File: src/rtl/intr_pkg.sv
package intr_pkg;
  localparam int unsigned NSRC   = 2;
  localparam int unsigned IDX_W  = 3;
  localparam int unsigned DATA_W = 32;
  localparam int unsigned ADDR_W = 64;

  localparam logic [IDX_W-1:0] IDX_ADDR_LO = 3'd0;
  localparam logic [IDX_W-1:0] IDX_ADDR_HI = 3'd1;
  localparam logic [IDX_W-1:0] IDX_PEND    = 3'd3;
  localparam logic [IDX_W-1:0] IDX_ENSET   = 3'd5;
  localparam logic [IDX_W-1:0] IDX_CLEAR   = 3'd7;

  localparam int unsigned SRC_DEV = 0;
  localparam int unsigned SRC_ERR = 1;
endpackage

File: src/rtl/src_latch.sv
module src_latch (
  input  logic clk,
  input  logic rst_n,
  input  logic evt_i,
  input  logic clr_i,
  input  logic en_set_i,
  output logic pend_o,
  output logic en_o
);
  always_ff @(posedge clk) begin
    if (!rst_n) begin
      pend_o <= 1'b0;
      en_o   <= 1'b0;
    end else begin
      if (evt_i)      pend_o <= 1'b1;
      else if (clr_i) pend_o <= 1'b0;
      if (en_set_i)   en_o   <= 1'b1;
    end
  end

  a_r7_event_sets_pending: assert property (@(posedge clk) disable iff (!rst_n)
    evt_i |=> pend_o);
  a_r4_clear_drops_pending: assert property (@(posedge clk) disable iff (!rst_n)
    (clr_i && !evt_i) |=> !pend_o);
  a_r5_enable_sticky: assert property (@(posedge clk) disable iff (!rst_n)
    (en_o || en_set_i) |=> en_o);
  a_r2_no_spurious_set: assert property (@(posedge clk) disable iff (!rst_n)
    (!pend_o && !evt_i) |=> !pend_o);
endmodule

File: src/rtl/err_capture.sv
module err_capture #(
  parameter int unsigned ADDR_W = 64,
  localparam int unsigned HALF_W = ADDR_W / 2
) (
  input  logic              clk,
  input  logic              rst_n,
  input  logic              evt_i,
  input  logic              err_pend_i,
  input  logic [ADDR_W-1:0] addr_i,
  output logic [HALF_W-1:0] lo_o,
  output logic [HALF_W-1:0] hi_o
);
  logic take;
  assign take = evt_i && !err_pend_i;

  always_ff @(posedge clk) begin
    if (!rst_n) begin
      lo_o <= '0;
      hi_o <= '0;
    end else if (take) begin
      lo_o <= addr_i[HALF_W-1:0];
      hi_o <= addr_i[ADDR_W-1:HALF_W];
    end
  end

  a_r8_first_error_captured: assert property (@(posedge clk) disable iff (!rst_n)
    (evt_i && !err_pend_i) |=> ({hi_o, lo_o} == $past(addr_i)));
  a_r9_later_error_ignored: assert property (@(posedge clk) disable iff (!rst_n)
    err_pend_i |=> ($stable(lo_o) && $stable(hi_o)));
endmodule

File: src/rtl/intr_err_status.sv
module intr_err_status
  import intr_pkg::*;
(
  input  logic              clk,
  input  logic              rst_n,
  input  logic              wr_en_i,
  input  logic [IDX_W-1:0]  wr_idx_i,
  input  logic [NSRC-1:0]   wr_mask_i,
  input  logic [IDX_W-1:0]  rd_idx_i,
  output logic [DATA_W-1:0] rd_data_o,
  input  logic              dev_evt_i,
  input  logic              bus_err_evt_i,
  input  logic [ADDR_W-1:0] bus_err_addr_i,
  output logic              irq_o
);
  localparam int unsigned HALF_W = ADDR_W / 2;

  logic [NSRC-1:0]   evt, clr, en_set, pend_q, en_q;
  logic [HALF_W-1:0] cap_lo, cap_hi;

  assign evt[SRC_DEV] = dev_evt_i;
  assign evt[SRC_ERR] = bus_err_evt_i;

  for (genvar g = 0; g < NSRC; g++) begin : g_src
    assign clr[g]    = wr_en_i && (wr_idx_i == IDX_CLEAR) && wr_mask_i[g];
    assign en_set[g] = wr_en_i && (wr_idx_i == IDX_ENSET) && wr_mask_i[g];
    src_latch u_latch (
      .clk      (clk),
      .rst_n    (rst_n),
      .evt_i    (evt[g]),
      .clr_i    (clr[g]),
      .en_set_i (en_set[g]),
      .pend_o   (pend_q[g]),
      .en_o     (en_q[g])
    );
  end

  err_capture #(.ADDR_W(ADDR_W)) u_cap (
    .clk        (clk),
    .rst_n      (rst_n),
    .evt_i      (bus_err_evt_i),
    .err_pend_i (pend_q[SRC_ERR]),
    .addr_i     (bus_err_addr_i),
    .lo_o       (cap_lo),
    .hi_o       (cap_hi)
  );

  assign irq_o = |(pend_q & en_q);

  always_comb begin
    rd_data_o = '0;
    case (rd_idx_i)
      IDX_ADDR_LO: rd_data_o[HALF_W-1:0] = cap_lo;
      IDX_ADDR_HI: rd_data_o[HALF_W-1:0] = cap_hi;
      IDX_PEND:    rd_data_o[NSRC-1:0]   = pend_q;
      IDX_ENSET:   rd_data_o[NSRC-1:0]   = en_q;
      default:     rd_data_o = '0;
    endcase
  end

  a_r6_irq_rises_on_enabled_event: assert property (@(posedge clk) disable iff (!rst_n)
    (dev_evt_i && en_q[SRC_DEV]) |=> irq_o);
  a_r11_other_writes_inert: assert property (@(posedge clk) disable iff (!rst_n)
    (wr_en_i && wr_idx_i != IDX_CLEAR && wr_idx_i != IDX_ENSET && !dev_evt_i && !bus_err_evt_i)
    |=> ($stable(pend_q) && $stable(en_q)));
endmodule

File: config.mk
export PLATFORM = sky130hd
export DESIGN_NAME = intr_err_status
export DESIGN_NICKNAME = d
export VERILOG_FILES = /design/src/rtl/intr_pkg.sv /design/src/rtl/src_latch.sv /design/src/rtl/err_capture.sv /design/src/rtl/intr_err_status.sv
export SDC_FILE = /design/constraint.sdc
export NUM_CORES = 1
export LEC_CHECK = 0
export BUFFER_PORTS_ARGS = -buffer_cell sky130_fd_sc_hd__buf_2
export CORE_ASPECT_RATIO = 1.1
export CORE_MARGIN = 8
export CORE_UTILIZATION = 26
export CTS_CLUSTER_SIZE = 30
export DETAILED_ROUTE_END_ITERATION = 8
export GPL_TIMING_DRIVEN = 0
export SETUP_SLACK_MARGIN = 0.3
export SYNTH_ARGS = -nofsm -noshare
export SYNTH_HDL_FRONTEND = slang
export SYNTH_SLANG_ARGS = --single-unit
File: constraint.sdc
create_clock -name clk -period 1.17 [get_ports clk]
set_clock_uncertainty 0.15 [all_clocks]
set_input_delay 0.117 -clock clk [delete_from_list [all_inputs] [get_ports clk]]
set_output_delay 0.117 -clock clk [all_outputs]
set_load 0.05 [all_outputs]
# Yosys cells after proc, flatten, opt, wreduce, memory -nomap -nowiden
# Cells that the tools add are included.
classes:
  eq_ne: 5
  muxes: 6
  n_reduce_logical: 12
  n_bitwise: 1
ops:
  columns: ["operator", "count"]
  rows:
  - ["$pmux W30 S2", 1]
  - ["$eq A3 B3 Y1 const B", 3]
  - ["$pmux W2 S4", 1]
  - ["$logic_and A1 B1 Y1", 7]
  - ["$mux W1", 4]
  - ["$reduce_bool A2 Y1", 2]
  - ["$eq A3 B1 Y1 const B", 1]
  - ["$eq A3 B2 Y1 const B", 1]
  - ["$logic_not A3 Y1", 1]
  - ["$and A2 B2 Y2", 1]
  - ["$reduce_or A2 Y1", 1]
  - ["$logic_not A1 Y1", 1]
word_totals:
  reg_bits: 68
  output_inout_bits: 33
  wordCells: 30
  inputBits: 77

# Logic depth before layout (Yosys ltp)
# Gate-level depths: netlist of the first run.
logic_depth:
  depth_word: 5
  mapped_depth: 5
  mapped_depth_nobuf: 3

# Cells and area by module
# Synthesis of the first run repeated with hierarchy kept, for this count alone.
hier_totals:
  cells_unflattened: 344
  area_unflattened_um2: 3350.7
modules_own_cells:
  columns: ["module", "cells_per_inst", "n_inst", "area_per_inst_um2", "seq_area_each_um2"]
  rows:
  - ["err_capture", 278, 1, 2720.1, 1281.2]
  - ["intr_err_status", 56, 1, 493.0, 0.0]
  - ["src_latch", 5, 2, 68.8, 40.0]

# Least setup slack after synthesis of the first run
# Ideal clock, no wire load.
synth_timing:
  path_kind: "register to output"
  start: "register u_cap.hi_o[0]"
  end: "output port rd_data_o[0]"
  arrival_time_ns: 1.550
  n_path_buf: 0
  required_time_ns: 0.903
  path_slack_ns: -0.647
  path_stages_with_launch: 3
  path_cell_list: "dfxtp_1 -> mux2i_1 -> o31ai_1"
synth_via:
  elab_chain_len: 1
synth_lines:
  columns: ["element", "line", "text"]
  rows:
  - ["from (decl)", "err_capture.sv:11", "output logic [HALF_W-1:0] hi_o"]
  - ["from (signal assigned)", "err_capture.sv:22", "hi_o <= addr_i[ADDR_W-1:HALF_W];"]
  - ["$pmux W2 S4", "intr_err_status.sv:52", "case (rd_idx_i)"]
  - ["to (decl)", "intr_err_status.sv:10", "output logic [DATA_W-1:0] rd_data_o,"]
# Every way passes these cells.

# Worst setup path in the final report of the first run
layout_timing:
  start: "register g_src[1].u_latch.pend_o"
  end: "output port rd_data_o[1]"
layout_via:
  elab_chain_len: 1
layout_lines:
  columns: ["element", "line", "text"]
  rows:
  - ["from (decl)", "src_latch.sv:7", "output logic pend_o,"]
  - ["from (signal assigned)", "src_latch.sv:12", "pend_o <= 1'b0;"]
  - ["from (signal assigned)", "src_latch.sv:15", "if (evt_i) pend_o <= 1'b1;"]
  - ["from (signal assigned)", "src_latch.sv:16", "else if (clr_i) pend_o <= 1'b0;"]
  - ["$pmux W2 S4", "intr_err_status.sv:52", null]
# Every way passes these cells.

==> results.toml, run 1 <==
[floorplanning]
ioPinCount = 110
fp.dieH_um = 127
core.rowCount = 40
die_area_um2 = 14900
die_w_um = 117
coreArea_um2 = 11000
initial_core_util_pct = 26.8

[job]
cap_violations = 0

[clocking]
clkTransAtPathRegs_ns = 0.06
ctsHoldBuffers = 68
htreeDepth = 3
clock_path_buffers = 2
cts_tree = "built"
clock-sinks = 68
cts_made_buffers = 9
clk_latency_ns = 0.32
cts_root_buf = "clkbuf_16"

[global_routing]
grt_pass1_wl_um = 16600
overflow = 0
track_usage_pct = 14.4
antenna_found_initial = 0
grt_max_degree = 12
grt_pass1_vias = 3294

[placed_design]
gp_congestion = 0.763
dp_hpwl_um = 6910
dp_cells = 598
preCtsSetupSlack_ns = -0.555
port-buffer-count = 108
postPlaceCellArea_um2 = 3840

[routing]
route.detailed.drc = 0
avgRoutedWirePerCell_um = 17.5
drtIter0Drc = 137
vias = 3231
drt_pass1_iterations = 4
totalWireLength_um = 12400
antenna_left = 0
via_per_inst = 4.58

[cells_and_area]
antennaDiodeCount = 0
drive_gt1_share_pct = 45.6
areaGrowthSynthToFinish_pct = 110
fin_area_um2 = 6180
postLayoutCoreUtil_pct = 56.3
mostFrequentLayoutCell = "nand2_1"
final_cells = 706
most-common-layout-cells = "99 x nand2_1, 73 x buf_2, 66 x dlygate4sd3_1, 65 x dfxtp_1, 52 x a21boi_1"
nets = 631

[pwr]
p_seq_share_pct = 34.8
p_int_uw = 5620
p_leak_uw = 0.00277
ir_drop_uv = 678
p_clk_share_pct = 45.6
pwr_density_cell_nw_per_um2 = 1190
total_power_uw = 7360
p_switching_uw = 1740
switching_share_pct = 23.7
power_frac_comb_pct = 19.6

[sta]
setup_viol = 97
slew_headroom_pct = 73.7
tightest_slew_ns = 0.395
slew_viol_final = 0
fin_crit_ns = 1.62
fmax_mhz = 618
hold_viol_final = 4
finalCritPeriodShare_pct = 138
rsz0062_at_grt = "yes"
fin_hold_ws_ns = -0.142
worst_slack_ns = -0.448

[logic_synthesis]
ys_warn_count = 0
ys_seq_area_share_pct = 46.4
synth_area_um2 = 2930
synth_fp_nets = 420
syn_inst = 343
syn_avg_cell_area_um2 = 8.55
synth-seq-cells = 68
ys_types = 22

[outcome]
failed_checks = "negative hold slack, negative setup slack"
status = "finished, violations left"

[critical_path]
critPathBufInv = 1
crit_slowest_cell = "dfxtp_4"
arrival_ns = 1.35
start_kind = "flop"
cpPeakStageDelay_ns = 0.35
crit_chain = "and4b_1, a31oi_2, o31ai_4, buf_6"
cp.required_ns = 0.90
rr_startpoint = "g_src[1].u_latch.pend_o"
cp_top_family = "flip-flops"
critical_path_class = "flop to primary output"
cp-startpoint = "g_src[1].u_latch.pend_o"
cp_max_fo = 2
crit_path_end_kind = "primary output"
reg2reg_slack_ns = -0.39

[worst_hold_path]
hp-start = "wr_mask_i[0]"
holdCritPathClass = "input pin to flop"
state kept, by name, indices dropped and copies added (netlist names):
signal / count
g_src.u_latch.en_o: 2
u_cap.hi_o: 32
u_cap.lo_o: 32
g_src.u_latch.pend_o: 2
worst paths after layout:
path	endpoint	cells past startpoint
worst min-delay path	g_src[0].u_latch.pend_o	2
worst min register to register	u_cap.lo_o[14]	2
worst max-delay path	rd_data_o[1]	4
worst max register to register	u_cap.lo_o[27]	8
power groups by stage:
stage | clock network, uW | logic, uW | registers, uW
6_report | 3350 | 1450 | 2560
3_5_place_dp | 0 | 785 | 2580
2_1_floorplan | 0 | 521 | 2550
4_1_cts | 3390 | 1180 | 2530
5_1_grt | 3530 | 1530 | 2570
3_3_place_gp | 0 | 774 | 2580
cell families after synthesis:
kind of cell | count (synthesis) | synth area share [%]
simple gates | 138 | 19.0
compound gates | 105 | 27.9
flops | 68 | 46.4
buf+inv | 30 | 5.97
mux | 2 | 0.682
Yosys cell counts (all sizes together):
library cell | number | area, um^2
a31oi | 4 | 25.0
and2b | 1 | 10.0
mux2i | 2 | 20.0
nand3 | 1 | 5.00
clkbuf | 6 | 22.5
buf | 21 | 141
nor2 | 1 | 3.75
o31ai | 2 | 15.0
a22o | 33 | 289
dfxtp | 68 | 1360
a21boi | 64 | 480
nor3b | 1 | 7.51
inv | 3 | 11.3
nor3 | 1 | 5.00
o21ai | 2 | 10.0
nor2b | 2 | 20.0
nand2 | 128 | 480
and4b | 2 | 20.0
nand2b | 1 | 6.26
layer usage:
layer	track usage, %	wire length [um]	vias up
li1	-	-	1596
met1	16.8	4990	1544
met2	24.7	6570	81
met3	3.91	636	10
met4	4.22	182	0
met5	0	0	-
final cells by class:
cell class | count | area [um^2]
Buffer | 27 | 319
Clock buffer | 12 | 246
Clock inverter | 4 | 120
Fill cell | 875 | 4780
Inverter | 3 | 11.3
Multi-Input combinational cell | 245 | 1940
Sequential cell | 68 | 1370
Tap cell | 147 | 184
Timing Repair Buffer | 200 | 1990
per-stage QoR:
stage / hold WS, ns / TNS, ns
2_1_floorplan: 0.0669 / 0
3_3_place_gp: 0.188 / -19.04
3_5_place_dp: 0.191 / -20.96
4_1_cts: -0.0540 / -22.83
5_1_grt: -0.139 / -31.71
6_report: -0.142 / -28.67
timing repair:
action | CTS | global route
resized for setup | 90 | 158
pin swaps | 2 | 37
setup endpoints to repair | 97 | 101
cloned | 9 | 5
endpoints found under the hold margin | 68 | 4
setup buffers | 5 | 7
Power figures use the tool's default switching activity.
==> inputs of run 2 (changes only) <==
- CORE_UTILIZATION: 26 -> 28
- SYNTH_HIERARCHICAL: unset -> 1
==> results.toml, run 2 <==
[cells_and_area]
mostFrequentLayoutCell = "nand2_1"
top_regs = "u_cap/hi_o (32), u_cap/lo_o (32)"
drive_gt1_share_pct = 43.4
nets = 629
antennaDiodeCount = 0
areaGrowthSynthToFinish_pct = 83.7
final_cells = 709
most-common-layout-cells = "129 x nand2_1, 75 x buf_2, 66 x dlygate4sd3_1, 62 x mux2i_1, 44 x dfxtp_1"
n_fill_cell = 1050

[floorplanning]
core.rowCount = 42
ioPinCount = 110
die_area_um2 = 15700
initial_core_util_pct = 28.2
die_w_um = 120
fp.dieH_um = 131
coreArea_um2 = 11900

[sta]
rsz0062_at_grt = "yes"
tns_ns = -18.77
finalCritPeriodShare_pct = 124
setup_viol = 97
fin_hold_ws_ns = -0.0786
hold_viol_final = 4
fmax_mhz = 690
fin_crit_ns = 1.45
tightest_slew_ns = 0.266
slew_headroom_pct = 82.3
worst_slack_ns = -0.280
slew_viol_final = 0

[global_routing]
overflow = 0
antenna_found_initial = 0
grt_pass1_wl_um = 18200
grt_max_degree = 11
track_usage_pct = 15.0
grt_pass1_vias = 3575

[pwr]
pwr_density_cell_nw_per_um2 = 1090
p_switching_uw = 1680
p_leak_uw = 0.00281
p_int_uw = 5050
power_frac_comb_pct = 21.4
p_seq_share_pct = 38.4
total_power_uw = 6720
ir_drop_uv = 675
p_clk_share_pct = 40.3
switching_share_pct = 25.0

[logic_synthesis]
synth_top_area_cell = "dfxtp_1"
ys_warn_count = 6
yosysMostFrequentCell = "nand2_1"
ys_seq_area_share_pct = 40.6
synth-edff-count = 0
synth_fp_nets = 421
async_reset_ff_share_pct = 0
synth-seq-cells = 68
synth_commonest_cells = "130 x nand2_1, 68 x dfxtp_1, 64 x mux2i_1"
ys_types = 22
synth_ff_type = "dfxtp_1"
syn_inst = 344
synth_top_area_share_pct = 40.6
synth_area_leaders = "dfxtp_1 41%, mux2i_1 19%, nand2_1 15%, a22o_2 7.8%, buf_12 4.2%"
synth_area_um2 = 3350
syn_avg_cell_area_um2 = 9.74

[clocking]
htreeDepth = 3
cts_root_buf = "clkbuf_16"
clock_path_buffers = 2
cts_made_buffers = 9
cts_tree = "built"
clk_latency_ns = 0.33
clock-sinks = 68
ctsHoldBuffers = 66
clkTransAtPathRegs_ns = 0.05

[critical_path]
cp_max_fo = 9
crit_slowest_cell = "dfxtp_4"
cp_top_family = "buffers and inverters"
cp.required_ns = 1.28
arrival_ns = 1.56
crit_chain = "buf_6, nor2b_4, buf_12, bufbuf_16, mux2i_1"
crit_path_end_kind = "flop"
critPathBufInv = 3
cpPeakStageDelay_ns = 0.35
critical_path_class = "flop to flop"
start_kind = "flop"

[placed_design]
gp_congestion = 0.714
dp_cells = 607
port-buffer-count = 109
preCtsSetupSlack_ns = -0.392
dp_hpwl_um = 7350

[routing]
route.detailed.drc = 0
drtIter0Drc = 117
avgRoutedWirePerCell_um = 16.1
antenna_left = 0
via_per_inst = 4.43
drt_pass1_iterations = 4
totalWireLength_um = 11400
vias = 3141

[worst_hold_path]
holdCritPathClass = "input pin to flop"

[outcome]
status = "finished, violations left"
failed_checks = "negative hold slack, negative setup slack"

[job]
cap_violations = 0
[run 2: cell types whose count changed after synthesis, sizes merged, moves of 4 or more]
cell,previous run,this run
o21a,0,4
clkbuf,6,10
mux2i,2,64
a21boi,64,0
buf,21,17
[run 2: cell families (layout without fill, tap and decap cells)]
logic type / Yosys count / count (layout) / synth area share [%]
buffers and inverters: 27 / 238 / 11.1
flip-flops: 68 / 68 / 40.6
AO/OA/AOI/OAI: 41 / 41 / 11.1
AND/OR/NAND/NOR: 144 / 144 / 18.1
multiplexers: 64 / 64 / 19.1
[run 2: worst paths after layout]
check | slack (ns) | start | endpoint | cells after the start
hold / removal | -0.08 | rst_n | g_src[0].u_latch/en_o | 2
setup reg to reg | -0.28 | g_src[1].u_latch/pend_o | u_cap/hi_o[10] | 5
setup / recovery | -0.28 | g_src[1].u_latch/pend_o | u_cap/hi_o[10] | 5
hold reg to reg | 0.31 | u_cap/hi_o[1] | u_cap/hi_o[1] | 2
[run 2: layer usage]
| metal | vias to the layer above | track usage (%) | part of all wire (%) |
|---|---|---|---|
| met1 | 1453 | 16.5 | 43 |
| li1 | 1594 | - | - |
| met3 | 12 | 4.30 | 5.2 |
| met2 | 82 | 26.6 | 50 |
| met5 | - | 0 | 0 |
| met4 | 0 | 6.54 | 1.3 |
[run 2: per-stage QoR]
| step | utilization [%] | area, um^2 |
|---|---|---|
| floorplan | - | 3660 |
| global placement | 37.0 | 4390 |
| detailed placement | 37.0 | 4390 |
| CTS | 50.6 | 6010 |
| global route | 51.8 | 6150 |
| finish | 51.8 | 6150 |
[run 2: area by class of cell]
class | instances | area (um^2) | share of cell area [%]
flip-flops and latches | 68 | 1400 | 22.7
multi-input cells | 249 | 1920 | 31.2
clock inverters | 2 | 35.0 | 0.569
clock buffers | 12 | 256 | 4.17
plain buffers | 27 | 409 | 6.65
well taps | 154 | 193 | 3.13
repair buffers | 197 | 1940 | 31.6
[run 2: power by group through the flow]
stage | Sequential, uW | Clock, uW | Combinational, uW
after detailed placement | 2620 | 0 | 985
after floorplan | 2600 | 0 | 697
final | 2580 | 2710 | 1440
after global routing | 2600 | 2890 | 1540
after CTS | 2580 | 2790 | 1400
after global placement | 2620 | 0 | 967
[run 2: what timing repair did]
action	CTS	global route
gates resized for setup	123	27
endpoints found under the setup margin	98	98
gates cloned	8	1
buffers inserted	7	6
pin swaps	10	17
hold endpoints to repair	68	4
